`config.mk`:
```
export PLATFORM = sky130hd
export DESIGN_NAME = kpc_regif
export DESIGN_NICKNAME = d
export VERILOG_FILES = /design/src/rtl/kpc_pkg.sv /design/src/rtl/kpc_txn_track.sv /design/src/rtl/kpc_cmd_decode.sv /design/src/rtl/kpc_regfile.sv /design/src/rtl/kpc_regif.sv
export SDC_FILE = /design/constraint.sdc
export NUM_CORES = 1
export LEC_CHECK = 0
export CAP_MARGIN = 10
export CORE_MARGIN = 3
export CORE_UTILIZATION = 47
export CTS_BUF_LIST = sky130_fd_sc_hd__clkbuf_8 sky130_fd_sc_hd__clkbuf_16
export DETAILED_ROUTE_END_ITERATION = 10
export PLACE_DENSITY_LB_ADDON = 0.08
export SYNTH_ARGS = -nofsm -noshare
export SYNTH_HDL_FRONTEND = slang
export SYNTH_SLANG_ARGS = --single-unit
```
`constraint.sdc`:
```
create_clock -name clk -period 2.6 [get_ports clk]
set_input_delay 0.39 -clock clk [delete_from_list [all_inputs] [get_ports clk]]
set_output_delay 0.39 -clock clk [all_outputs]
set_load 0.02 [all_outputs]
```
`src/rtl/kpc_pkg.sv`:
```
package kpc_pkg;

  localparam logic [7:0] CMD_ID       = 8'h80;
  localparam logic [7:0] CMD_CFG_WR   = 8'h81;
  localparam logic [7:0] CMD_STAT_RD  = 8'h82;
  localparam logic [7:0] CMD_SRST     = 8'h83;
  localparam logic [7:0] CMD_PULL_WR  = 8'h84;
  localparam logic [7:0] CMD_DIR_WR   = 8'h85;
  localparam logic [7:0] CMD_STATE_WR = 8'h86;
  localparam logic [7:0] CMD_DIR_RD   = 8'h87;
  localparam logic [7:0] CMD_STATE_RD = 8'h88;
  localparam logic [7:0] CMD_ACT_WR   = 8'h8B;
  localparam logic [7:0] CMD_ERR_RD   = 8'h8C;
  localparam logic [7:0] CMD_DEB_WR   = 8'h8F;
  localparam logic [7:0] CMD_SIZE_WR  = 8'h90;
  localparam logic [7:0] CMD_SIZE_RD  = 8'h91;
  localparam logic [7:0] CMD_CFG_RD   = 8'h92;
  localparam logic [7:0] CMD_CLK_WR   = 8'h93;
  localparam logic [7:0] CMD_CLK_RD   = 8'h94;

  localparam logic [7:0] SRST_KEY = 8'hAA;

  localparam int PWM_CH    = 3;
  localparam int ST_KEY    = 0;
  localparam int ST_ERR    = 3;
  localparam int ST_NOINIT = 4;
  localparam int ST_PWM0   = 5;
  localparam int ER_BADPAR = 0;
  localparam int ER_UNKCMD = 1;

  localparam logic [7:0] RST_CFG    = 8'h80;
  localparam logic [7:0] RST_STATUS = 8'h10;
  localparam logic [7:0] RST_ACT    = 8'd125;
  localparam logic [7:0] RST_DEB    = 8'd3;
  localparam logic [7:0] RST_SIZE   = 8'h33;
  localparam logic [7:0] RST_CLK    = 8'h08;

  typedef struct packed {
    logic       cfg;
    logic       srst;
    logic       act;
    logic       deb;
    logic       size;
    logic       clkc;
    logic [2:0] gpio;
    logic       done;
    logic       badpar;
    logic       unkcmd;
  } wr_fx_t;

  function automatic logic size_ok(input logic [7:0] v, input int lo_min,
                                   input int lo_max, input int hi_min, input int hi_max);
    int lo;
    int hi;
    lo = int'(v[3:0]);
    hi = int'(v[7:4]);
    return (lo >= lo_min) && (lo <= lo_max) && (hi >= hi_min) && (hi <= hi_max);
  endfunction

  function automatic logic clk_ok(input logic [7:0] v);
    return (v[1:0] == 2'b00) || (v[1:0] == 2'b11);
  endfunction

  function automatic logic [7:0] clk_view(input logic [7:0] v);
    return {v[7:2], 2'b10};
  endfunction

  function automatic logic [7:0] cfg_view(input logic [7:0] v);
    return {4'h0, v[3:0]};
  endfunction

endpackage

```
`src/rtl/kpc_txn_track.sv`:
```
module kpc_txn_track #(
  parameter int CNT_W = 3
) (
  input  logic             clk,
  input  logic             rst_n,
  input  logic             start_i,
  input  logic             wr_valid_i,
  input  logic [7:0]       wr_byte_i,
  input  logic             rd_req_i,
  input  logic             release_i,
  output logic [CNT_W-1:0] cnt_o,
  output logic [CNT_W-1:0] pidx_o,
  output logic [7:0]       cmd_o,
  output logic             cmd_valid_o,
  output logic             param_stb_o
);

  localparam logic [CNT_W-1:0] CNT_MAX = '1;

  logic [CNT_W-1:0] cnt_q;
  logic [7:0]       cmd_q;
  logic             cmd_valid_q;

  always_ff @(posedge clk or negedge rst_n) begin
    if (!rst_n) begin
      cnt_q       <= '0;
      cmd_q       <= '0;
      cmd_valid_q <= 1'b0;
    end else if (start_i) begin
      cnt_q <= '0;
    end else begin
      if ((wr_valid_i || rd_req_i) && (cnt_q != CNT_MAX))
        cnt_q <= cnt_q + CNT_W'(1);
      if (wr_valid_i && (cnt_q == '0)) begin
        cmd_q       <= wr_byte_i;
        cmd_valid_q <= 1'b1;
      end else if (release_i) begin
        cmd_valid_q <= 1'b0;
      end
    end
  end

  assign cnt_o       = cnt_q;
  assign pidx_o      = cnt_q - CNT_W'(1);
  assign cmd_o       = cmd_q;
  assign cmd_valid_o = cmd_valid_q;
  assign param_stb_o = wr_valid_i && !start_i && (cnt_q != '0);

endmodule

```
`src/rtl/kpc_cmd_decode.sv`:
```
module kpc_cmd_decode
  import kpc_pkg::*;
#(
  parameter int GPIO_BYTES = 2,
  parameter int CNT_W      = 3,
  parameter int ROW_MIN    = 3,
  parameter int ROW_MAX    = 12,
  parameter int COL_MIN    = 3,
  parameter int COL_MAX    = 8
) (
  input  logic             param_stb_i,
  input  logic             cmd_valid_i,
  input  logic [7:0]       cmd_i,
  input  logic [CNT_W-1:0] pidx_i,
  input  logic [7:0]       wr_byte_i,
  output wr_fx_t           fx_o
);

  localparam logic [CNT_W-1:0] LAST_GPIO = CNT_W'(GPIO_BYTES - 1);

  always_comb begin
    fx_o = '0;
    if (param_stb_i) begin
      if (!cmd_valid_i) begin
        fx_o.badpar = 1'b1;
      end else begin
        case (cmd_i)
          CMD_CFG_WR: begin
            fx_o.cfg  = 1'b1;
            fx_o.done = 1'b1;
          end
          CMD_SRST: begin
            fx_o.done   = 1'b1;
            fx_o.srst   = (wr_byte_i == SRST_KEY);
            fx_o.badpar = (wr_byte_i != SRST_KEY);
          end
          CMD_PULL_WR, CMD_DIR_WR, CMD_STATE_WR: begin
            fx_o.gpio = 3'b001 << cmd_i[1:0];
            fx_o.done = (pidx_i == LAST_GPIO);
          end
          CMD_ACT_WR: begin
            fx_o.act  = 1'b1;
            fx_o.done = 1'b1;
          end
          CMD_DEB_WR: begin
            fx_o.deb    = 1'b1;
            fx_o.done   = 1'b1;
            fx_o.badpar = (wr_byte_i == 8'h00);
          end
          CMD_SIZE_WR: begin
            fx_o.size   = 1'b1;
            fx_o.done   = 1'b1;
            fx_o.badpar = !size_ok(wr_byte_i, ROW_MIN, ROW_MAX, COL_MIN, COL_MAX);
          end
          CMD_CLK_WR: begin
            fx_o.clkc   = 1'b1;
            fx_o.done   = 1'b1;
            fx_o.badpar = !clk_ok(wr_byte_i);
          end
          default: fx_o.unkcmd = 1'b1;
        endcase
      end
    end
  end

endmodule

```
`src/rtl/kpc_regfile.sv`:
```
module kpc_regfile
  import kpc_pkg::*;
#(
  parameter int          GPIO_BYTES = 2,
  parameter int          CNT_W      = 3,
  parameter logic [15:0] CHIP_ID    = 16'h0400,
  localparam int         GPIO_W     = 8 * GPIO_BYTES
) (
  input  logic              clk,
  input  logic              rst_n,
  input  logic              cfg_we_i,
  input  logic              srst_i,
  input  logic              act_we_i,
  input  logic              deb_we_i,
  input  logic              size_we_i,
  input  logic              clk_we_i,
  input  logic [2:0]        gpio_we_i,
  input  logic              badpar_i,
  input  logic              unkcmd_i,
  input  logic [CNT_W-1:0]  pidx_i,
  input  logic [7:0]        wr_byte_i,
  input  logic              rd_req_i,
  input  logic              cmd_valid_i,
  input  logic [7:0]        cmd_i,
  input  logic [CNT_W-1:0]  ridx_i,
  input  logic              key_event_i,
  input  logic [PWM_CH-1:0] pwm_end_i,
  output logic [7:0]        cfg_o,
  output logic [7:0]        act_o,
  output logic [7:0]        deb_o,
  output logic [7:0]        size_o,
  output logic [7:0]        clkc_o,
  output logic [GPIO_W-1:0] gpio_pull_o,
  output logic [GPIO_W-1:0] gpio_dir_o,
  output logic [GPIO_W-1:0] gpio_state_o,
  output logic [7:0]        status_o,
  output logic [7:0]        err_o,
  output logic [7:0]        rd_byte_o,
  output logic              flush_o,
  output logic              err_evt_o,
  output logic              rd_stat_evt_o
);

  logic [7:0]        cfg_q, act_q, deb_q, size_q, clkc_q, status_q, err_q, rd_q;
  logic              flush_q;
  logic [GPIO_W-1:0] gpio_q [3];
  logic [7:0]        rd_val;
  logic              rd_unk;
  logic              unk_any;
  logic [7:0]        err_new;
  logic [7:0]        st_set;
  logic              st_clr;

  function automatic logic [7:0] gpio_byte(input logic [GPIO_W-1:0] v,
                                           input logic [CNT_W-1:0] idx);
    if (int'(idx) < GPIO_BYTES) return v[{idx, 3'b000} +: 8];
    return 8'h00;
  endfunction

  always_comb begin
    rd_val = 8'h00;
    rd_unk = 1'b0;
    if (!cmd_valid_i) begin
      rd_unk = 1'b1;
    end else begin
      case (cmd_i)
        CMD_ID:       rd_val = (ridx_i < CNT_W'(2)) ? CHIP_ID[{ridx_i[0], 3'b000} +: 8] : 8'h00;
        CMD_STAT_RD:  rd_val = status_q;
        CMD_DIR_RD:   rd_val = gpio_byte(gpio_q[1], ridx_i);
        CMD_STATE_RD: rd_val = gpio_byte(gpio_q[2], ridx_i);
        CMD_ERR_RD:   rd_val = err_q;
        CMD_SIZE_RD:  rd_val = size_q;
        CMD_CFG_RD:   rd_val = cfg_view(cfg_q);
        CMD_CLK_RD:   rd_val = clk_view(clkc_q);
        default:      rd_unk = 1'b1;
      endcase
    end
  end

  assign unk_any       = unkcmd_i || (rd_req_i && rd_unk);
  assign err_evt_o     = badpar_i || unk_any;
  assign rd_stat_evt_o = rd_req_i && cmd_valid_i && (cmd_i == CMD_STAT_RD);
  assign st_clr        = cfg_we_i || (rd_stat_evt_o && !status_q[ST_NOINIT]);

  always_comb begin
    err_new            = 8'h00;
    err_new[ER_BADPAR] = badpar_i;
    err_new[ER_UNKCMD] = unk_any;
    st_set             = 8'h00;
    st_set[ST_KEY]     = key_event_i;
    st_set[ST_ERR]     = err_evt_o;
    st_set[ST_PWM0 +: PWM_CH] = pwm_end_i;
  end

  always_ff @(posedge clk or negedge rst_n) begin
    if (!rst_n) begin
      cfg_q    <= RST_CFG;
      act_q    <= RST_ACT;
      deb_q    <= RST_DEB;
      size_q   <= RST_SIZE;
      clkc_q   <= RST_CLK;
      status_q <= RST_STATUS;
      err_q    <= 8'h00;
      rd_q     <= 8'h00;
      flush_q  <= 1'b0;
      for (int g = 0; g < 3; g++) gpio_q[g] <= '0;
    end else begin
      flush_q <= cfg_we_i;
      if (rd_req_i) rd_q <= rd_val;
      if (srst_i) begin
        cfg_q    <= RST_CFG;
        act_q    <= RST_ACT;
        deb_q    <= RST_DEB;
        size_q   <= RST_SIZE;
        clkc_q   <= RST_CLK;
        status_q <= RST_STATUS;
        err_q    <= 8'h00;
        for (int g = 0; g < 3; g++) gpio_q[g] <= '0;
      end else begin
        if (cfg_we_i)  cfg_q  <= wr_byte_i;
        if (act_we_i)  act_q  <= wr_byte_i;
        if (deb_we_i)  deb_q  <= wr_byte_i;
        if (size_we_i) size_q <= wr_byte_i;
        if (clk_we_i)  clkc_q <= wr_byte_i;
        for (int g = 0; g < 3; g++) begin
          if (gpio_we_i[g]) begin
            if (pidx_i == '0) gpio_q[g] <= GPIO_W'(wr_byte_i);
            else              gpio_q[g][{pidx_i, 3'b000} +: 8] <= wr_byte_i;
          end
        end
        err_q    <= err_q | err_new;
        status_q <= (st_clr ? 8'h00 : status_q) | st_set;
      end
    end
  end

  assign cfg_o        = cfg_q;
  assign act_o        = act_q;
  assign deb_o        = deb_q;
  assign size_o       = size_q;
  assign clkc_o       = clkc_q;
  assign gpio_pull_o  = gpio_q[0];
  assign gpio_dir_o   = gpio_q[1];
  assign gpio_state_o = gpio_q[2];
  assign status_o     = status_q;
  assign err_o        = err_q;
  assign rd_byte_o    = rd_q;
  assign flush_o      = flush_q;

endmodule

```
`src/rtl/kpc_regif.sv`:
```
module kpc_regif
  import kpc_pkg::*;
#(
  parameter int          GPIO_BYTES = 2,
  parameter int          ROW_MIN    = 3,
  parameter int          ROW_MAX    = 12,
  parameter int          COL_MIN    = 3,
  parameter int          COL_MAX    = 8,
  parameter logic [15:0] CHIP_ID    = 16'h0400,
  localparam int         GPIO_W     = 8 * GPIO_BYTES,
  localparam int         CNT_W      = $clog2(GPIO_BYTES + 2) + 1
) (
  input  logic              clk,
  input  logic              rst_n,
  input  logic              txn_start_i,
  input  logic              txn_write_i,
  input  logic              wr_valid_i,
  input  logic [7:0]        wr_byte_i,
  input  logic              rd_req_i,
  output logic [7:0]        rd_byte_o,
  output logic              irq_n_o,
  input  logic              key_event_i,
  input  logic [2:0]        pwm_end_i,
  output logic              fifo_flush_o,
  output logic [7:0]        cfg_o,
  output logic [7:0]        active_time_o,
  output logic [7:0]        debounce_o,
  output logic [7:0]        key_size_o,
  output logic [7:0]        clk_cfg_o,
  output logic [GPIO_W-1:0] gpio_pull_o,
  output logic [GPIO_W-1:0] gpio_dir_o,
  output logic [GPIO_W-1:0] gpio_state_o
);

  logic [CNT_W-1:0] cnt, pidx;
  logic [7:0]       cmd;
  logic             cmd_valid;
  logic             param_stb;
  wr_fx_t           fx;
  logic [7:0]       status_q, err_q;
  logic             err_evt, rd_stat_evt;
  logic             cfg_evt, srst_evt;
  logic             wr_dir_unused;

  assign wr_dir_unused = txn_write_i;
  assign cfg_evt  = fx.cfg;
  assign srst_evt = fx.srst;

  kpc_txn_track #(.CNT_W(CNT_W)) u_trk (
    .clk(clk), .rst_n(rst_n), .start_i(txn_start_i), .wr_valid_i(wr_valid_i),
    .wr_byte_i(wr_byte_i), .rd_req_i(rd_req_i), .release_i(fx.done),
    .cnt_o(cnt), .pidx_o(pidx), .cmd_o(cmd), .cmd_valid_o(cmd_valid),
    .param_stb_o(param_stb)
  );

  kpc_cmd_decode #(
    .GPIO_BYTES(GPIO_BYTES), .CNT_W(CNT_W), .ROW_MIN(ROW_MIN), .ROW_MAX(ROW_MAX),
    .COL_MIN(COL_MIN), .COL_MAX(COL_MAX)
  ) u_dec (
    .param_stb_i(param_stb), .cmd_valid_i(cmd_valid), .cmd_i(cmd), .pidx_i(pidx),
    .wr_byte_i(wr_byte_i), .fx_o(fx)
  );

  kpc_regfile #(.GPIO_BYTES(GPIO_BYTES), .CNT_W(CNT_W), .CHIP_ID(CHIP_ID)) u_rf (
    .clk(clk), .rst_n(rst_n), .cfg_we_i(fx.cfg), .srst_i(fx.srst), .act_we_i(fx.act),
    .deb_we_i(fx.deb), .size_we_i(fx.size), .clk_we_i(fx.clkc), .gpio_we_i(fx.gpio),
    .badpar_i(fx.badpar), .unkcmd_i(fx.unkcmd), .pidx_i(pidx), .wr_byte_i(wr_byte_i),
    .rd_req_i(rd_req_i && !txn_start_i), .cmd_valid_i(cmd_valid), .cmd_i(cmd),
    .ridx_i(cnt), .key_event_i(key_event_i), .pwm_end_i(pwm_end_i),
    .cfg_o(cfg_o), .act_o(active_time_o), .deb_o(debounce_o), .size_o(key_size_o),
    .clkc_o(clk_cfg_o), .gpio_pull_o(gpio_pull_o), .gpio_dir_o(gpio_dir_o),
    .gpio_state_o(gpio_state_o), .status_o(status_q), .err_o(err_q),
    .rd_byte_o(rd_byte_o), .flush_o(fifo_flush_o), .err_evt_o(err_evt),
    .rd_stat_evt_o(rd_stat_evt)
  );

  assign irq_n_o = ~|status_q;

endmodule

```
==> impl_metrics.csv, run 1 <==
group,metric,value,unit
sta,period_needed,2440,ps
die,die_y,117,um
die,die-area,13800,um^2
yosys,synth_edf_count,0,
global_routing,grt_pass1_wl,29300,um
sta,finalWorstSetupSlack,157,ps
final_layout,layout.nets,721,
place,place_ws,-244,ps
die,fp.coreArea,12100,um^2
setup_path,crit_end,"u_rf.gpio_dir_o[13]$_DFFE_PN0P_",
place,dpl.hpwl,13000,um
final_layout,antennaDiodeCount,0,
cts,root_buffer,"clkbuf_16",
yosys,synth_common_cells,"dfrtp_1 (102), mux2_2 (55), nand2_1 (49)",
yosys,synthAdderAreaFrac,0.0236,
cts,cts.htree.levels,4,
setup_path,end_kind,"flip-flop",
detailed_routing,vias,4871,
pwr,powerDensity,640,nW/um^2
final_layout,nFillCells,944,
cts,cts_made_buffers,17,
setup_path,worstSetupStartpointType,"input pin",
job,drv_cap,0,
place,finalWeightedCongestion,0.916,
cts,cts.sinks,117,
setup_path,crit_required,2890,ps
yosys,yosysMostFrequentCell,"dfrtp_1",
sta,fmax,409,MHz
yosys,synth_compound_area_frac,0.114,
yosys,ys_async_sr_fraction,1.00,
detailed_routing,drt_wl_total,18700,um
global_routing,grt_max_degree,46,
cts,cts_tree,"yes",
sta,worst_pin_slew,852,ps
detailed_routing,first_iter_violations,406,
yosys,yosysTopAreaCell,"dfrtp_1",
yosys,ys_ff_latch,117,
setup_path,worstPathArrival,2740,ps
global_routing,gr-usage-all-layers,0.275,
pwr,worst_ir_drop_vdd,0.476,mV
die,fp-row-count,40,
sta,slew_viol_final,0,
yosys,yosysTopAreaCellShare,0.438,
yosys,synthMuxAreaShare,0.163,
worst_hold_path,hold_path_class,"reg2reg",
yosys,synth_xor_area_frac,0.00451,
yosys,yosys.area_share.simple,0.154,
status,status,"finished, final reports clean",
yosys,synth_cells,528,
setup_path,crit_path_start,"wr_byte_i[0]",
detailed_routing,ant_nets,0,
die,dieWidth,117,um
sta,period_share,0.940,
detailed_routing,via_per_inst,5.58,
yosys,yosys.cell_types.count,64,
detailed_routing,drc,0,
detailed_routing,first_pass_iters,6,
yosys,synth_ff_type,"dfrtp_1",
global_routing,grt_overflow,0,
final_layout,drive_gt1_frac,0.270,
yosys,ys_seq_area_frac,0.505,
die,ios,116,
cts,clock_path_buffers,2,
final_layout,fin_cells,873,
final_layout,multi_input_area,2710,um^2
setup_path,worstSetupPathType,"in2reg",
setup_path,r2r_setup_slack,170,ps
cts,clock_latency,410,ps
yosys,yosys_warnings,0,
pwr,p_leak,3.72,nW
sta,skew,6.78,ps
yosys,synth_area,5830,um^2
setup_path,r2r-start,"u_trk.cnt_o[1]$_DFFE_PN0P_",
sta,holdWs,493,ps
yosys,synth_top_family_by_area,"multiplexers",
detailed_routing,wl_per_cell,21.4,um
final_layout,syn_to_final_growth,40.1,%
global_routing,grt_pass1_vias,5028,
setup_path,timing.rr.end,"u_rf.gpio_dir_o[1]$_DFFE_PN0P_",
place,placed_cells,835,
sta,setup_viol,0,
die,start_util,0.483,
yosys,syn-num-nets,557,
final_layout,seq_area,2950,um^2
yosys,synth_area_per_cell,11.0,um^2
place,io_buffer_count,114,
setup_path,rr_worst_depth,11,
sta,final-hold-violation-count,0,
global_routing,antenna_found_initial,0,
sta,slew_headroom,0.431,
setup_path,cp_max_fo,11,
cts,clk_pin_slew,50,ps
yosys,yosys-top-cells-area,"dfrtp_1 (44%), mux2_2 (11%), dfstp_2 (6.8%)",
sta,grt_setup_unrepaired,"false",
[cell usage in the layout (no fill, tap or decap), types with 8 or more instances in the layout]
cell	netlist	layout
a21oi_1	12	12
a22o_1	12	12
a22oi_1	11	11
and3_1	9	9
buf_4	0	65
clkbuf_16	0	17
clkdlybuf4s50_1	0	112
dfrtp_1	102	101
dfstp_2	15	15
ha_1	11	11
inv_1	13	18
mux2_2	55	55
mux2i_1	33	33
nand2_1	49	49
nor2_1	39	38
nor3_1	14	13
o211ai_1	8	8
o21ai_0	16	16
[what timing repair did]
| item | 4_1_cts | 5_1_grt |
|---|---|---|
| resized for setup | 0 | 8 |
| endpoints found under the setup margin | 0 | 40 |
| endpoints found under the hold margin | 6 | 0 |
| hold buffers | 1 | 0 |
| buffers inserted | 0 | 4 |
[per-layer routing]
metal  up-vias  global-route usage  share of wire
li1       2218                   -              -
met1      2478               0.394           0.47
met2       161               0.421           0.47
met3        14              0.0646          0.054
met4         0              0.0740          0.014
met5         -                   0              0
[state kept, by name, indices dropped and copies added (netlist names), 8 cells and up]
register,count
u_rf.gpio_dir_o,16
u_rf.deb_o,8
u_rf.size_o,8
u_rf.clkc_o,8
u_rf.rd_byte_o,8
u_trk.cmd_o,8
u_rf.cfg_o,8
u_rf.act_o,8
u_rf.gpio_state_o,16
u_rf.gpio_pull_o,16
[final cells by class]
type | count | share of cell area
multi-input combinational | 361 | 0.332
clock buffer | 18 | 0.0538
sequential | 117 | 0.361
inverter | 13 | 0.00597
timing repair buffer | 182 | 0.206
tap | 168 | 0.0257
clock inverter | 14 | 0.0153
[critical path, stage by stage]
cell	delay [ps]
clkdlybuf4s50_1	420
inv_1	90
ha_1	170
nor4b_2	190
nand4_1	180
or4_1	610
buf_4	220
and3_1	200
mux2_2	270
[worst min path at each step]
stage / to / cells after the start / slack (ps) / start
global route: u_rf.status_o[4]$_DFFE_PN1P_ / 2 / 510 / u_rf.status_o[4]$_DFFE_PN1P_
finish: u_rf.status_o[4]$_DFFE_PN1P_ / 2 / 490 / u_rf.status_o[4]$_DFFE_PN1P_
global placement: u_rf.gpio_pull_o[11]$_DFFE_PN0P_ / 1 / 420 / rst_n
detailed placement: u_rf.gpio_pull_o[15]$_DFFE_PN0P_ / 1 / 440 / rst_n
CTS: u_rf.status_o[4]$_DFFE_PN1P_ / 2 / 490 / u_rf.status_o[4]$_DFFE_PN1P_
floorplan: u_rf.act_o[1]$_DFFE_PN0P_ / 0 / 90 / rst_n
[power breakdown]
part,switching [W],internal (W)
clock network,0.000828,0.00141
logic,0.000577,0.000402
registers,0.0000830,0.00193
[kinds of logic (layout without fill, tap and decap cells)]
logic type      Yosys count  after routing
flops                   117            117
fa+ha+maj                11             11
mux                      88             88
xor+xnor                  3              3
simple gates            167            167
buf+inv                  50            227
compound gates           92             92
[per-stage QoR]
stage | total power, W | util | setup TNS (ps) | cell area [um^2]
after floorplan | 0.00256 | - | 0 | 5830
after global placement | 0.00298 | 0.623 | -5810 | 7520
after detailed placement | 0.00299 | 0.623 | -7270 | 7520
after CTS | 0.00522 | 0.671 | 0 | 8090
after global routing | 0.00541 | 0.677 | 0 | 8170
final | 0.00523 | 0.677 | 0 | 8170
(Power assumes the default switching activity.)
==> inputs of run 2 (changes only) <==
- GPL_TIMING_DRIVEN: default -> 0
==> impl_metrics.csv, run 2 (synthesized netlist as in run 1, its figures left out) <==
group,metric,value,unit
final_layout,layout.nets,708,
detailed_routing,wl_per_cell,22.2,um
detailed_routing,drt_wl_total,19100,um
setup_path,slowest_stage,"mux2_2",
final_layout,syn_to_final_growth,40.0,%
final_layout,drive_gt1_frac,0.251,
detailed_routing,ant_nets,0,
place,placed_cells,811,
global_routing,grt_max_degree,98,
cts,clock_path_buffers,2,
setup_path,r2r_setup_slack,50,ps
sta,worst_pin_slew,862,ps
sta,skew,9.01,ps
die,fp.coreArea,12100,um^2
detailed_routing,drc,0,
setup_path,cp_top_family,"compound AO/OA/AOI/OAI gates",
pwr,worst_ir_drop_vdd,0.451,mV
final_layout,fin_cells,860,
detailed_routing,first_pass_iters,7,
final_layout,layout_common_cells,"clkdlybuf4s50_1 (111), dfrtp_1 (102), mux2_2 (55), nand2_1 (47), nor2_1 (37)",
cts,cts.htree.levels,4,
detailed_routing,first_iter_violations,516,
setup_path,crit_required,2900,ps
status,status,"finished, final reports clean",
pwr,p_leak,3.63,nW
global_routing,grt_pass1_vias,4959,
cts,clock_latency,430,ps
die,dieWidth,117,um
sta,holdWs,379,ps
setup_path,cpPeakStageDelay,380,ps
detailed_routing,vias,4919,
place,finalWeightedCongestion,0.920,
final_layout,layout_commonest_cell,"clkdlybuf4s50_1",
setup_path,worstPathArrival,2850,ps
cts,cts.sinks,117,
setup_path,crit_chain,"clkbuf_8 -> clkinvlp_4 -> ha_2 -> xnor2_2 -> buf_4 -> ha_2 -> a31oi_2 -> nor2_4 -> a21oi_4 -> mux2_2",
cts,cts_tree,"yes",
setup_path,worstSetupStartpointType,"flip-flop",
sta,final-hold-violation-count,0,
cts,root_buffer,"clkbuf_16",
sta,final.setup.tns,0,ps
global_routing,grt_pass1_wl,29300,um
final_layout,antennaDiodeCount,0,
detailed_routing,via_per_inst,5.72,
sta,slew_headroom,0.426,
die,start_util,0.483,
pwr,total_power,0.00538,W
place,io_buffer_count,114,
sta,fmax,393,MHz
die,ios,116,
setup_path,crit_top_cell,"ha_2",
sta,slew_viol_final,0,
setup_path,cp_max_fo,8,
die,die_y,117,um
sta,setup_viol,0,
worst_hold_path,hold_path_class,"in2async",
cts,clk_pin_slew,60,ps
die,fp-row-count,40,
sta,period_share,0.979,
setup_path,end_kind,"flip-flop",
sta,period_needed,2550,ps
setup_path,crit_buf_inv,3,
place,dpl.hpwl,12700,um
die,die-area,13800,um^2
setup_path,worstSetupPathType,"reg2reg",
global_routing,gr-usage-all-layers,0.279,
global_routing,antenna_found_initial,0,
pwr,powerDensity,659,nW/um^2
cts,cts_made_buffers,17,
global_routing,grt_overflow,0,
job,drv_cap,0,
-- run 2: cell count changes in the layout (fill, tap and decap cells not counted), sizes merged --
cell,previous run,this run
clkdlybuf4s50,112,111
clkinv,4,5
dlygate4sd2,0,1
inv,18,16
buf,67,32
clkdlybuf4s15,1,0
clkbuf,18,43
clkinvlp,3,2
-- run 2: path summary, 6_finish.rpt --
check	start	end	cells past startpoint
setup / recovery	u_trk.cnt_o[0]$_DFFE_PN0P_	u_rf.gpio_dir_o[9]$_DFFE_PN0P_	10
hold / removal	rst_n	u_rf.gpio_pull_o[15]$_DFFE_PN0P_	2
setup reg to reg	u_trk.cnt_o[0]$_DFFE_PN0P_	u_rf.gpio_dir_o[9]$_DFFE_PN0P_	10
hold reg to reg	u_rf.cfg_o[7]$_DFFE_PN1P_	u_rf.cfg_o[7]$_DFFE_PN1P_	2
max in group asynchronous	rst_n	u_rf.size_o[0]$_DFFE_PN1P_	3
min in group clk	wr_byte_i[0]	u_rf.act_o[0]$_DFFE_PN1P_	4
-- run 2: final cells by class --
cell class / count / area [um^2]
plain buffers: 36 / 200
multi-input cells: 361 / 2830
repair buffers: 133 / 1330
inverters: 13 / 55.1
clock buffers: 20 / 467
flip-flops and latches: 117 / 2950
clock inverters: 12 / 129
fillers: 952 / 3900
well taps: 168 / 210
-- run 2: where the power goes --
group | switching, W | internal [W] | leakage [nW]
combinational | 0.000608 | 0.000386 | 1.82
sequential | 0.0000939 | 0.00193 | 1.52
clock | 0.000882 | 0.00148 | 0.299
-- run 2: timing repair --
action / in CTS / in global routing
setup endpoints to repair: 97 / 69
pin swaps: 5 / 7
endpoints found under the hold margin: 20 / 0
cloned: 0 / 1
hold buffers: 1 / 0
resized for setup: 30 / 22
buffers inserted: 11 / 5
-- run 2: routing by layer --
layer | wire [um] | up-vias | track usage
met1 | 8350 | 2472 | 0.382
met2 | 8820 | 204 | 0.430
met4 | 395 | 0 | 0.0916
met5 | 0 | - | 0
met3 | 1510 | 30 | 0.0824
li1 | - | 2213 | -
-- run 2: per-stage QoR --
stage	util	setup slack, ps	cell area [um^2]
6_report	0.677	54.4	8160
4_1_cts	0.665	4.54	8020
3_3_place_gp	0.596	-3350	7190
5_1_grt	0.677	-26.3	8160
2_1_floorplan	-	27.0	5830
3_5_place_dp	0.598	-1280	7210
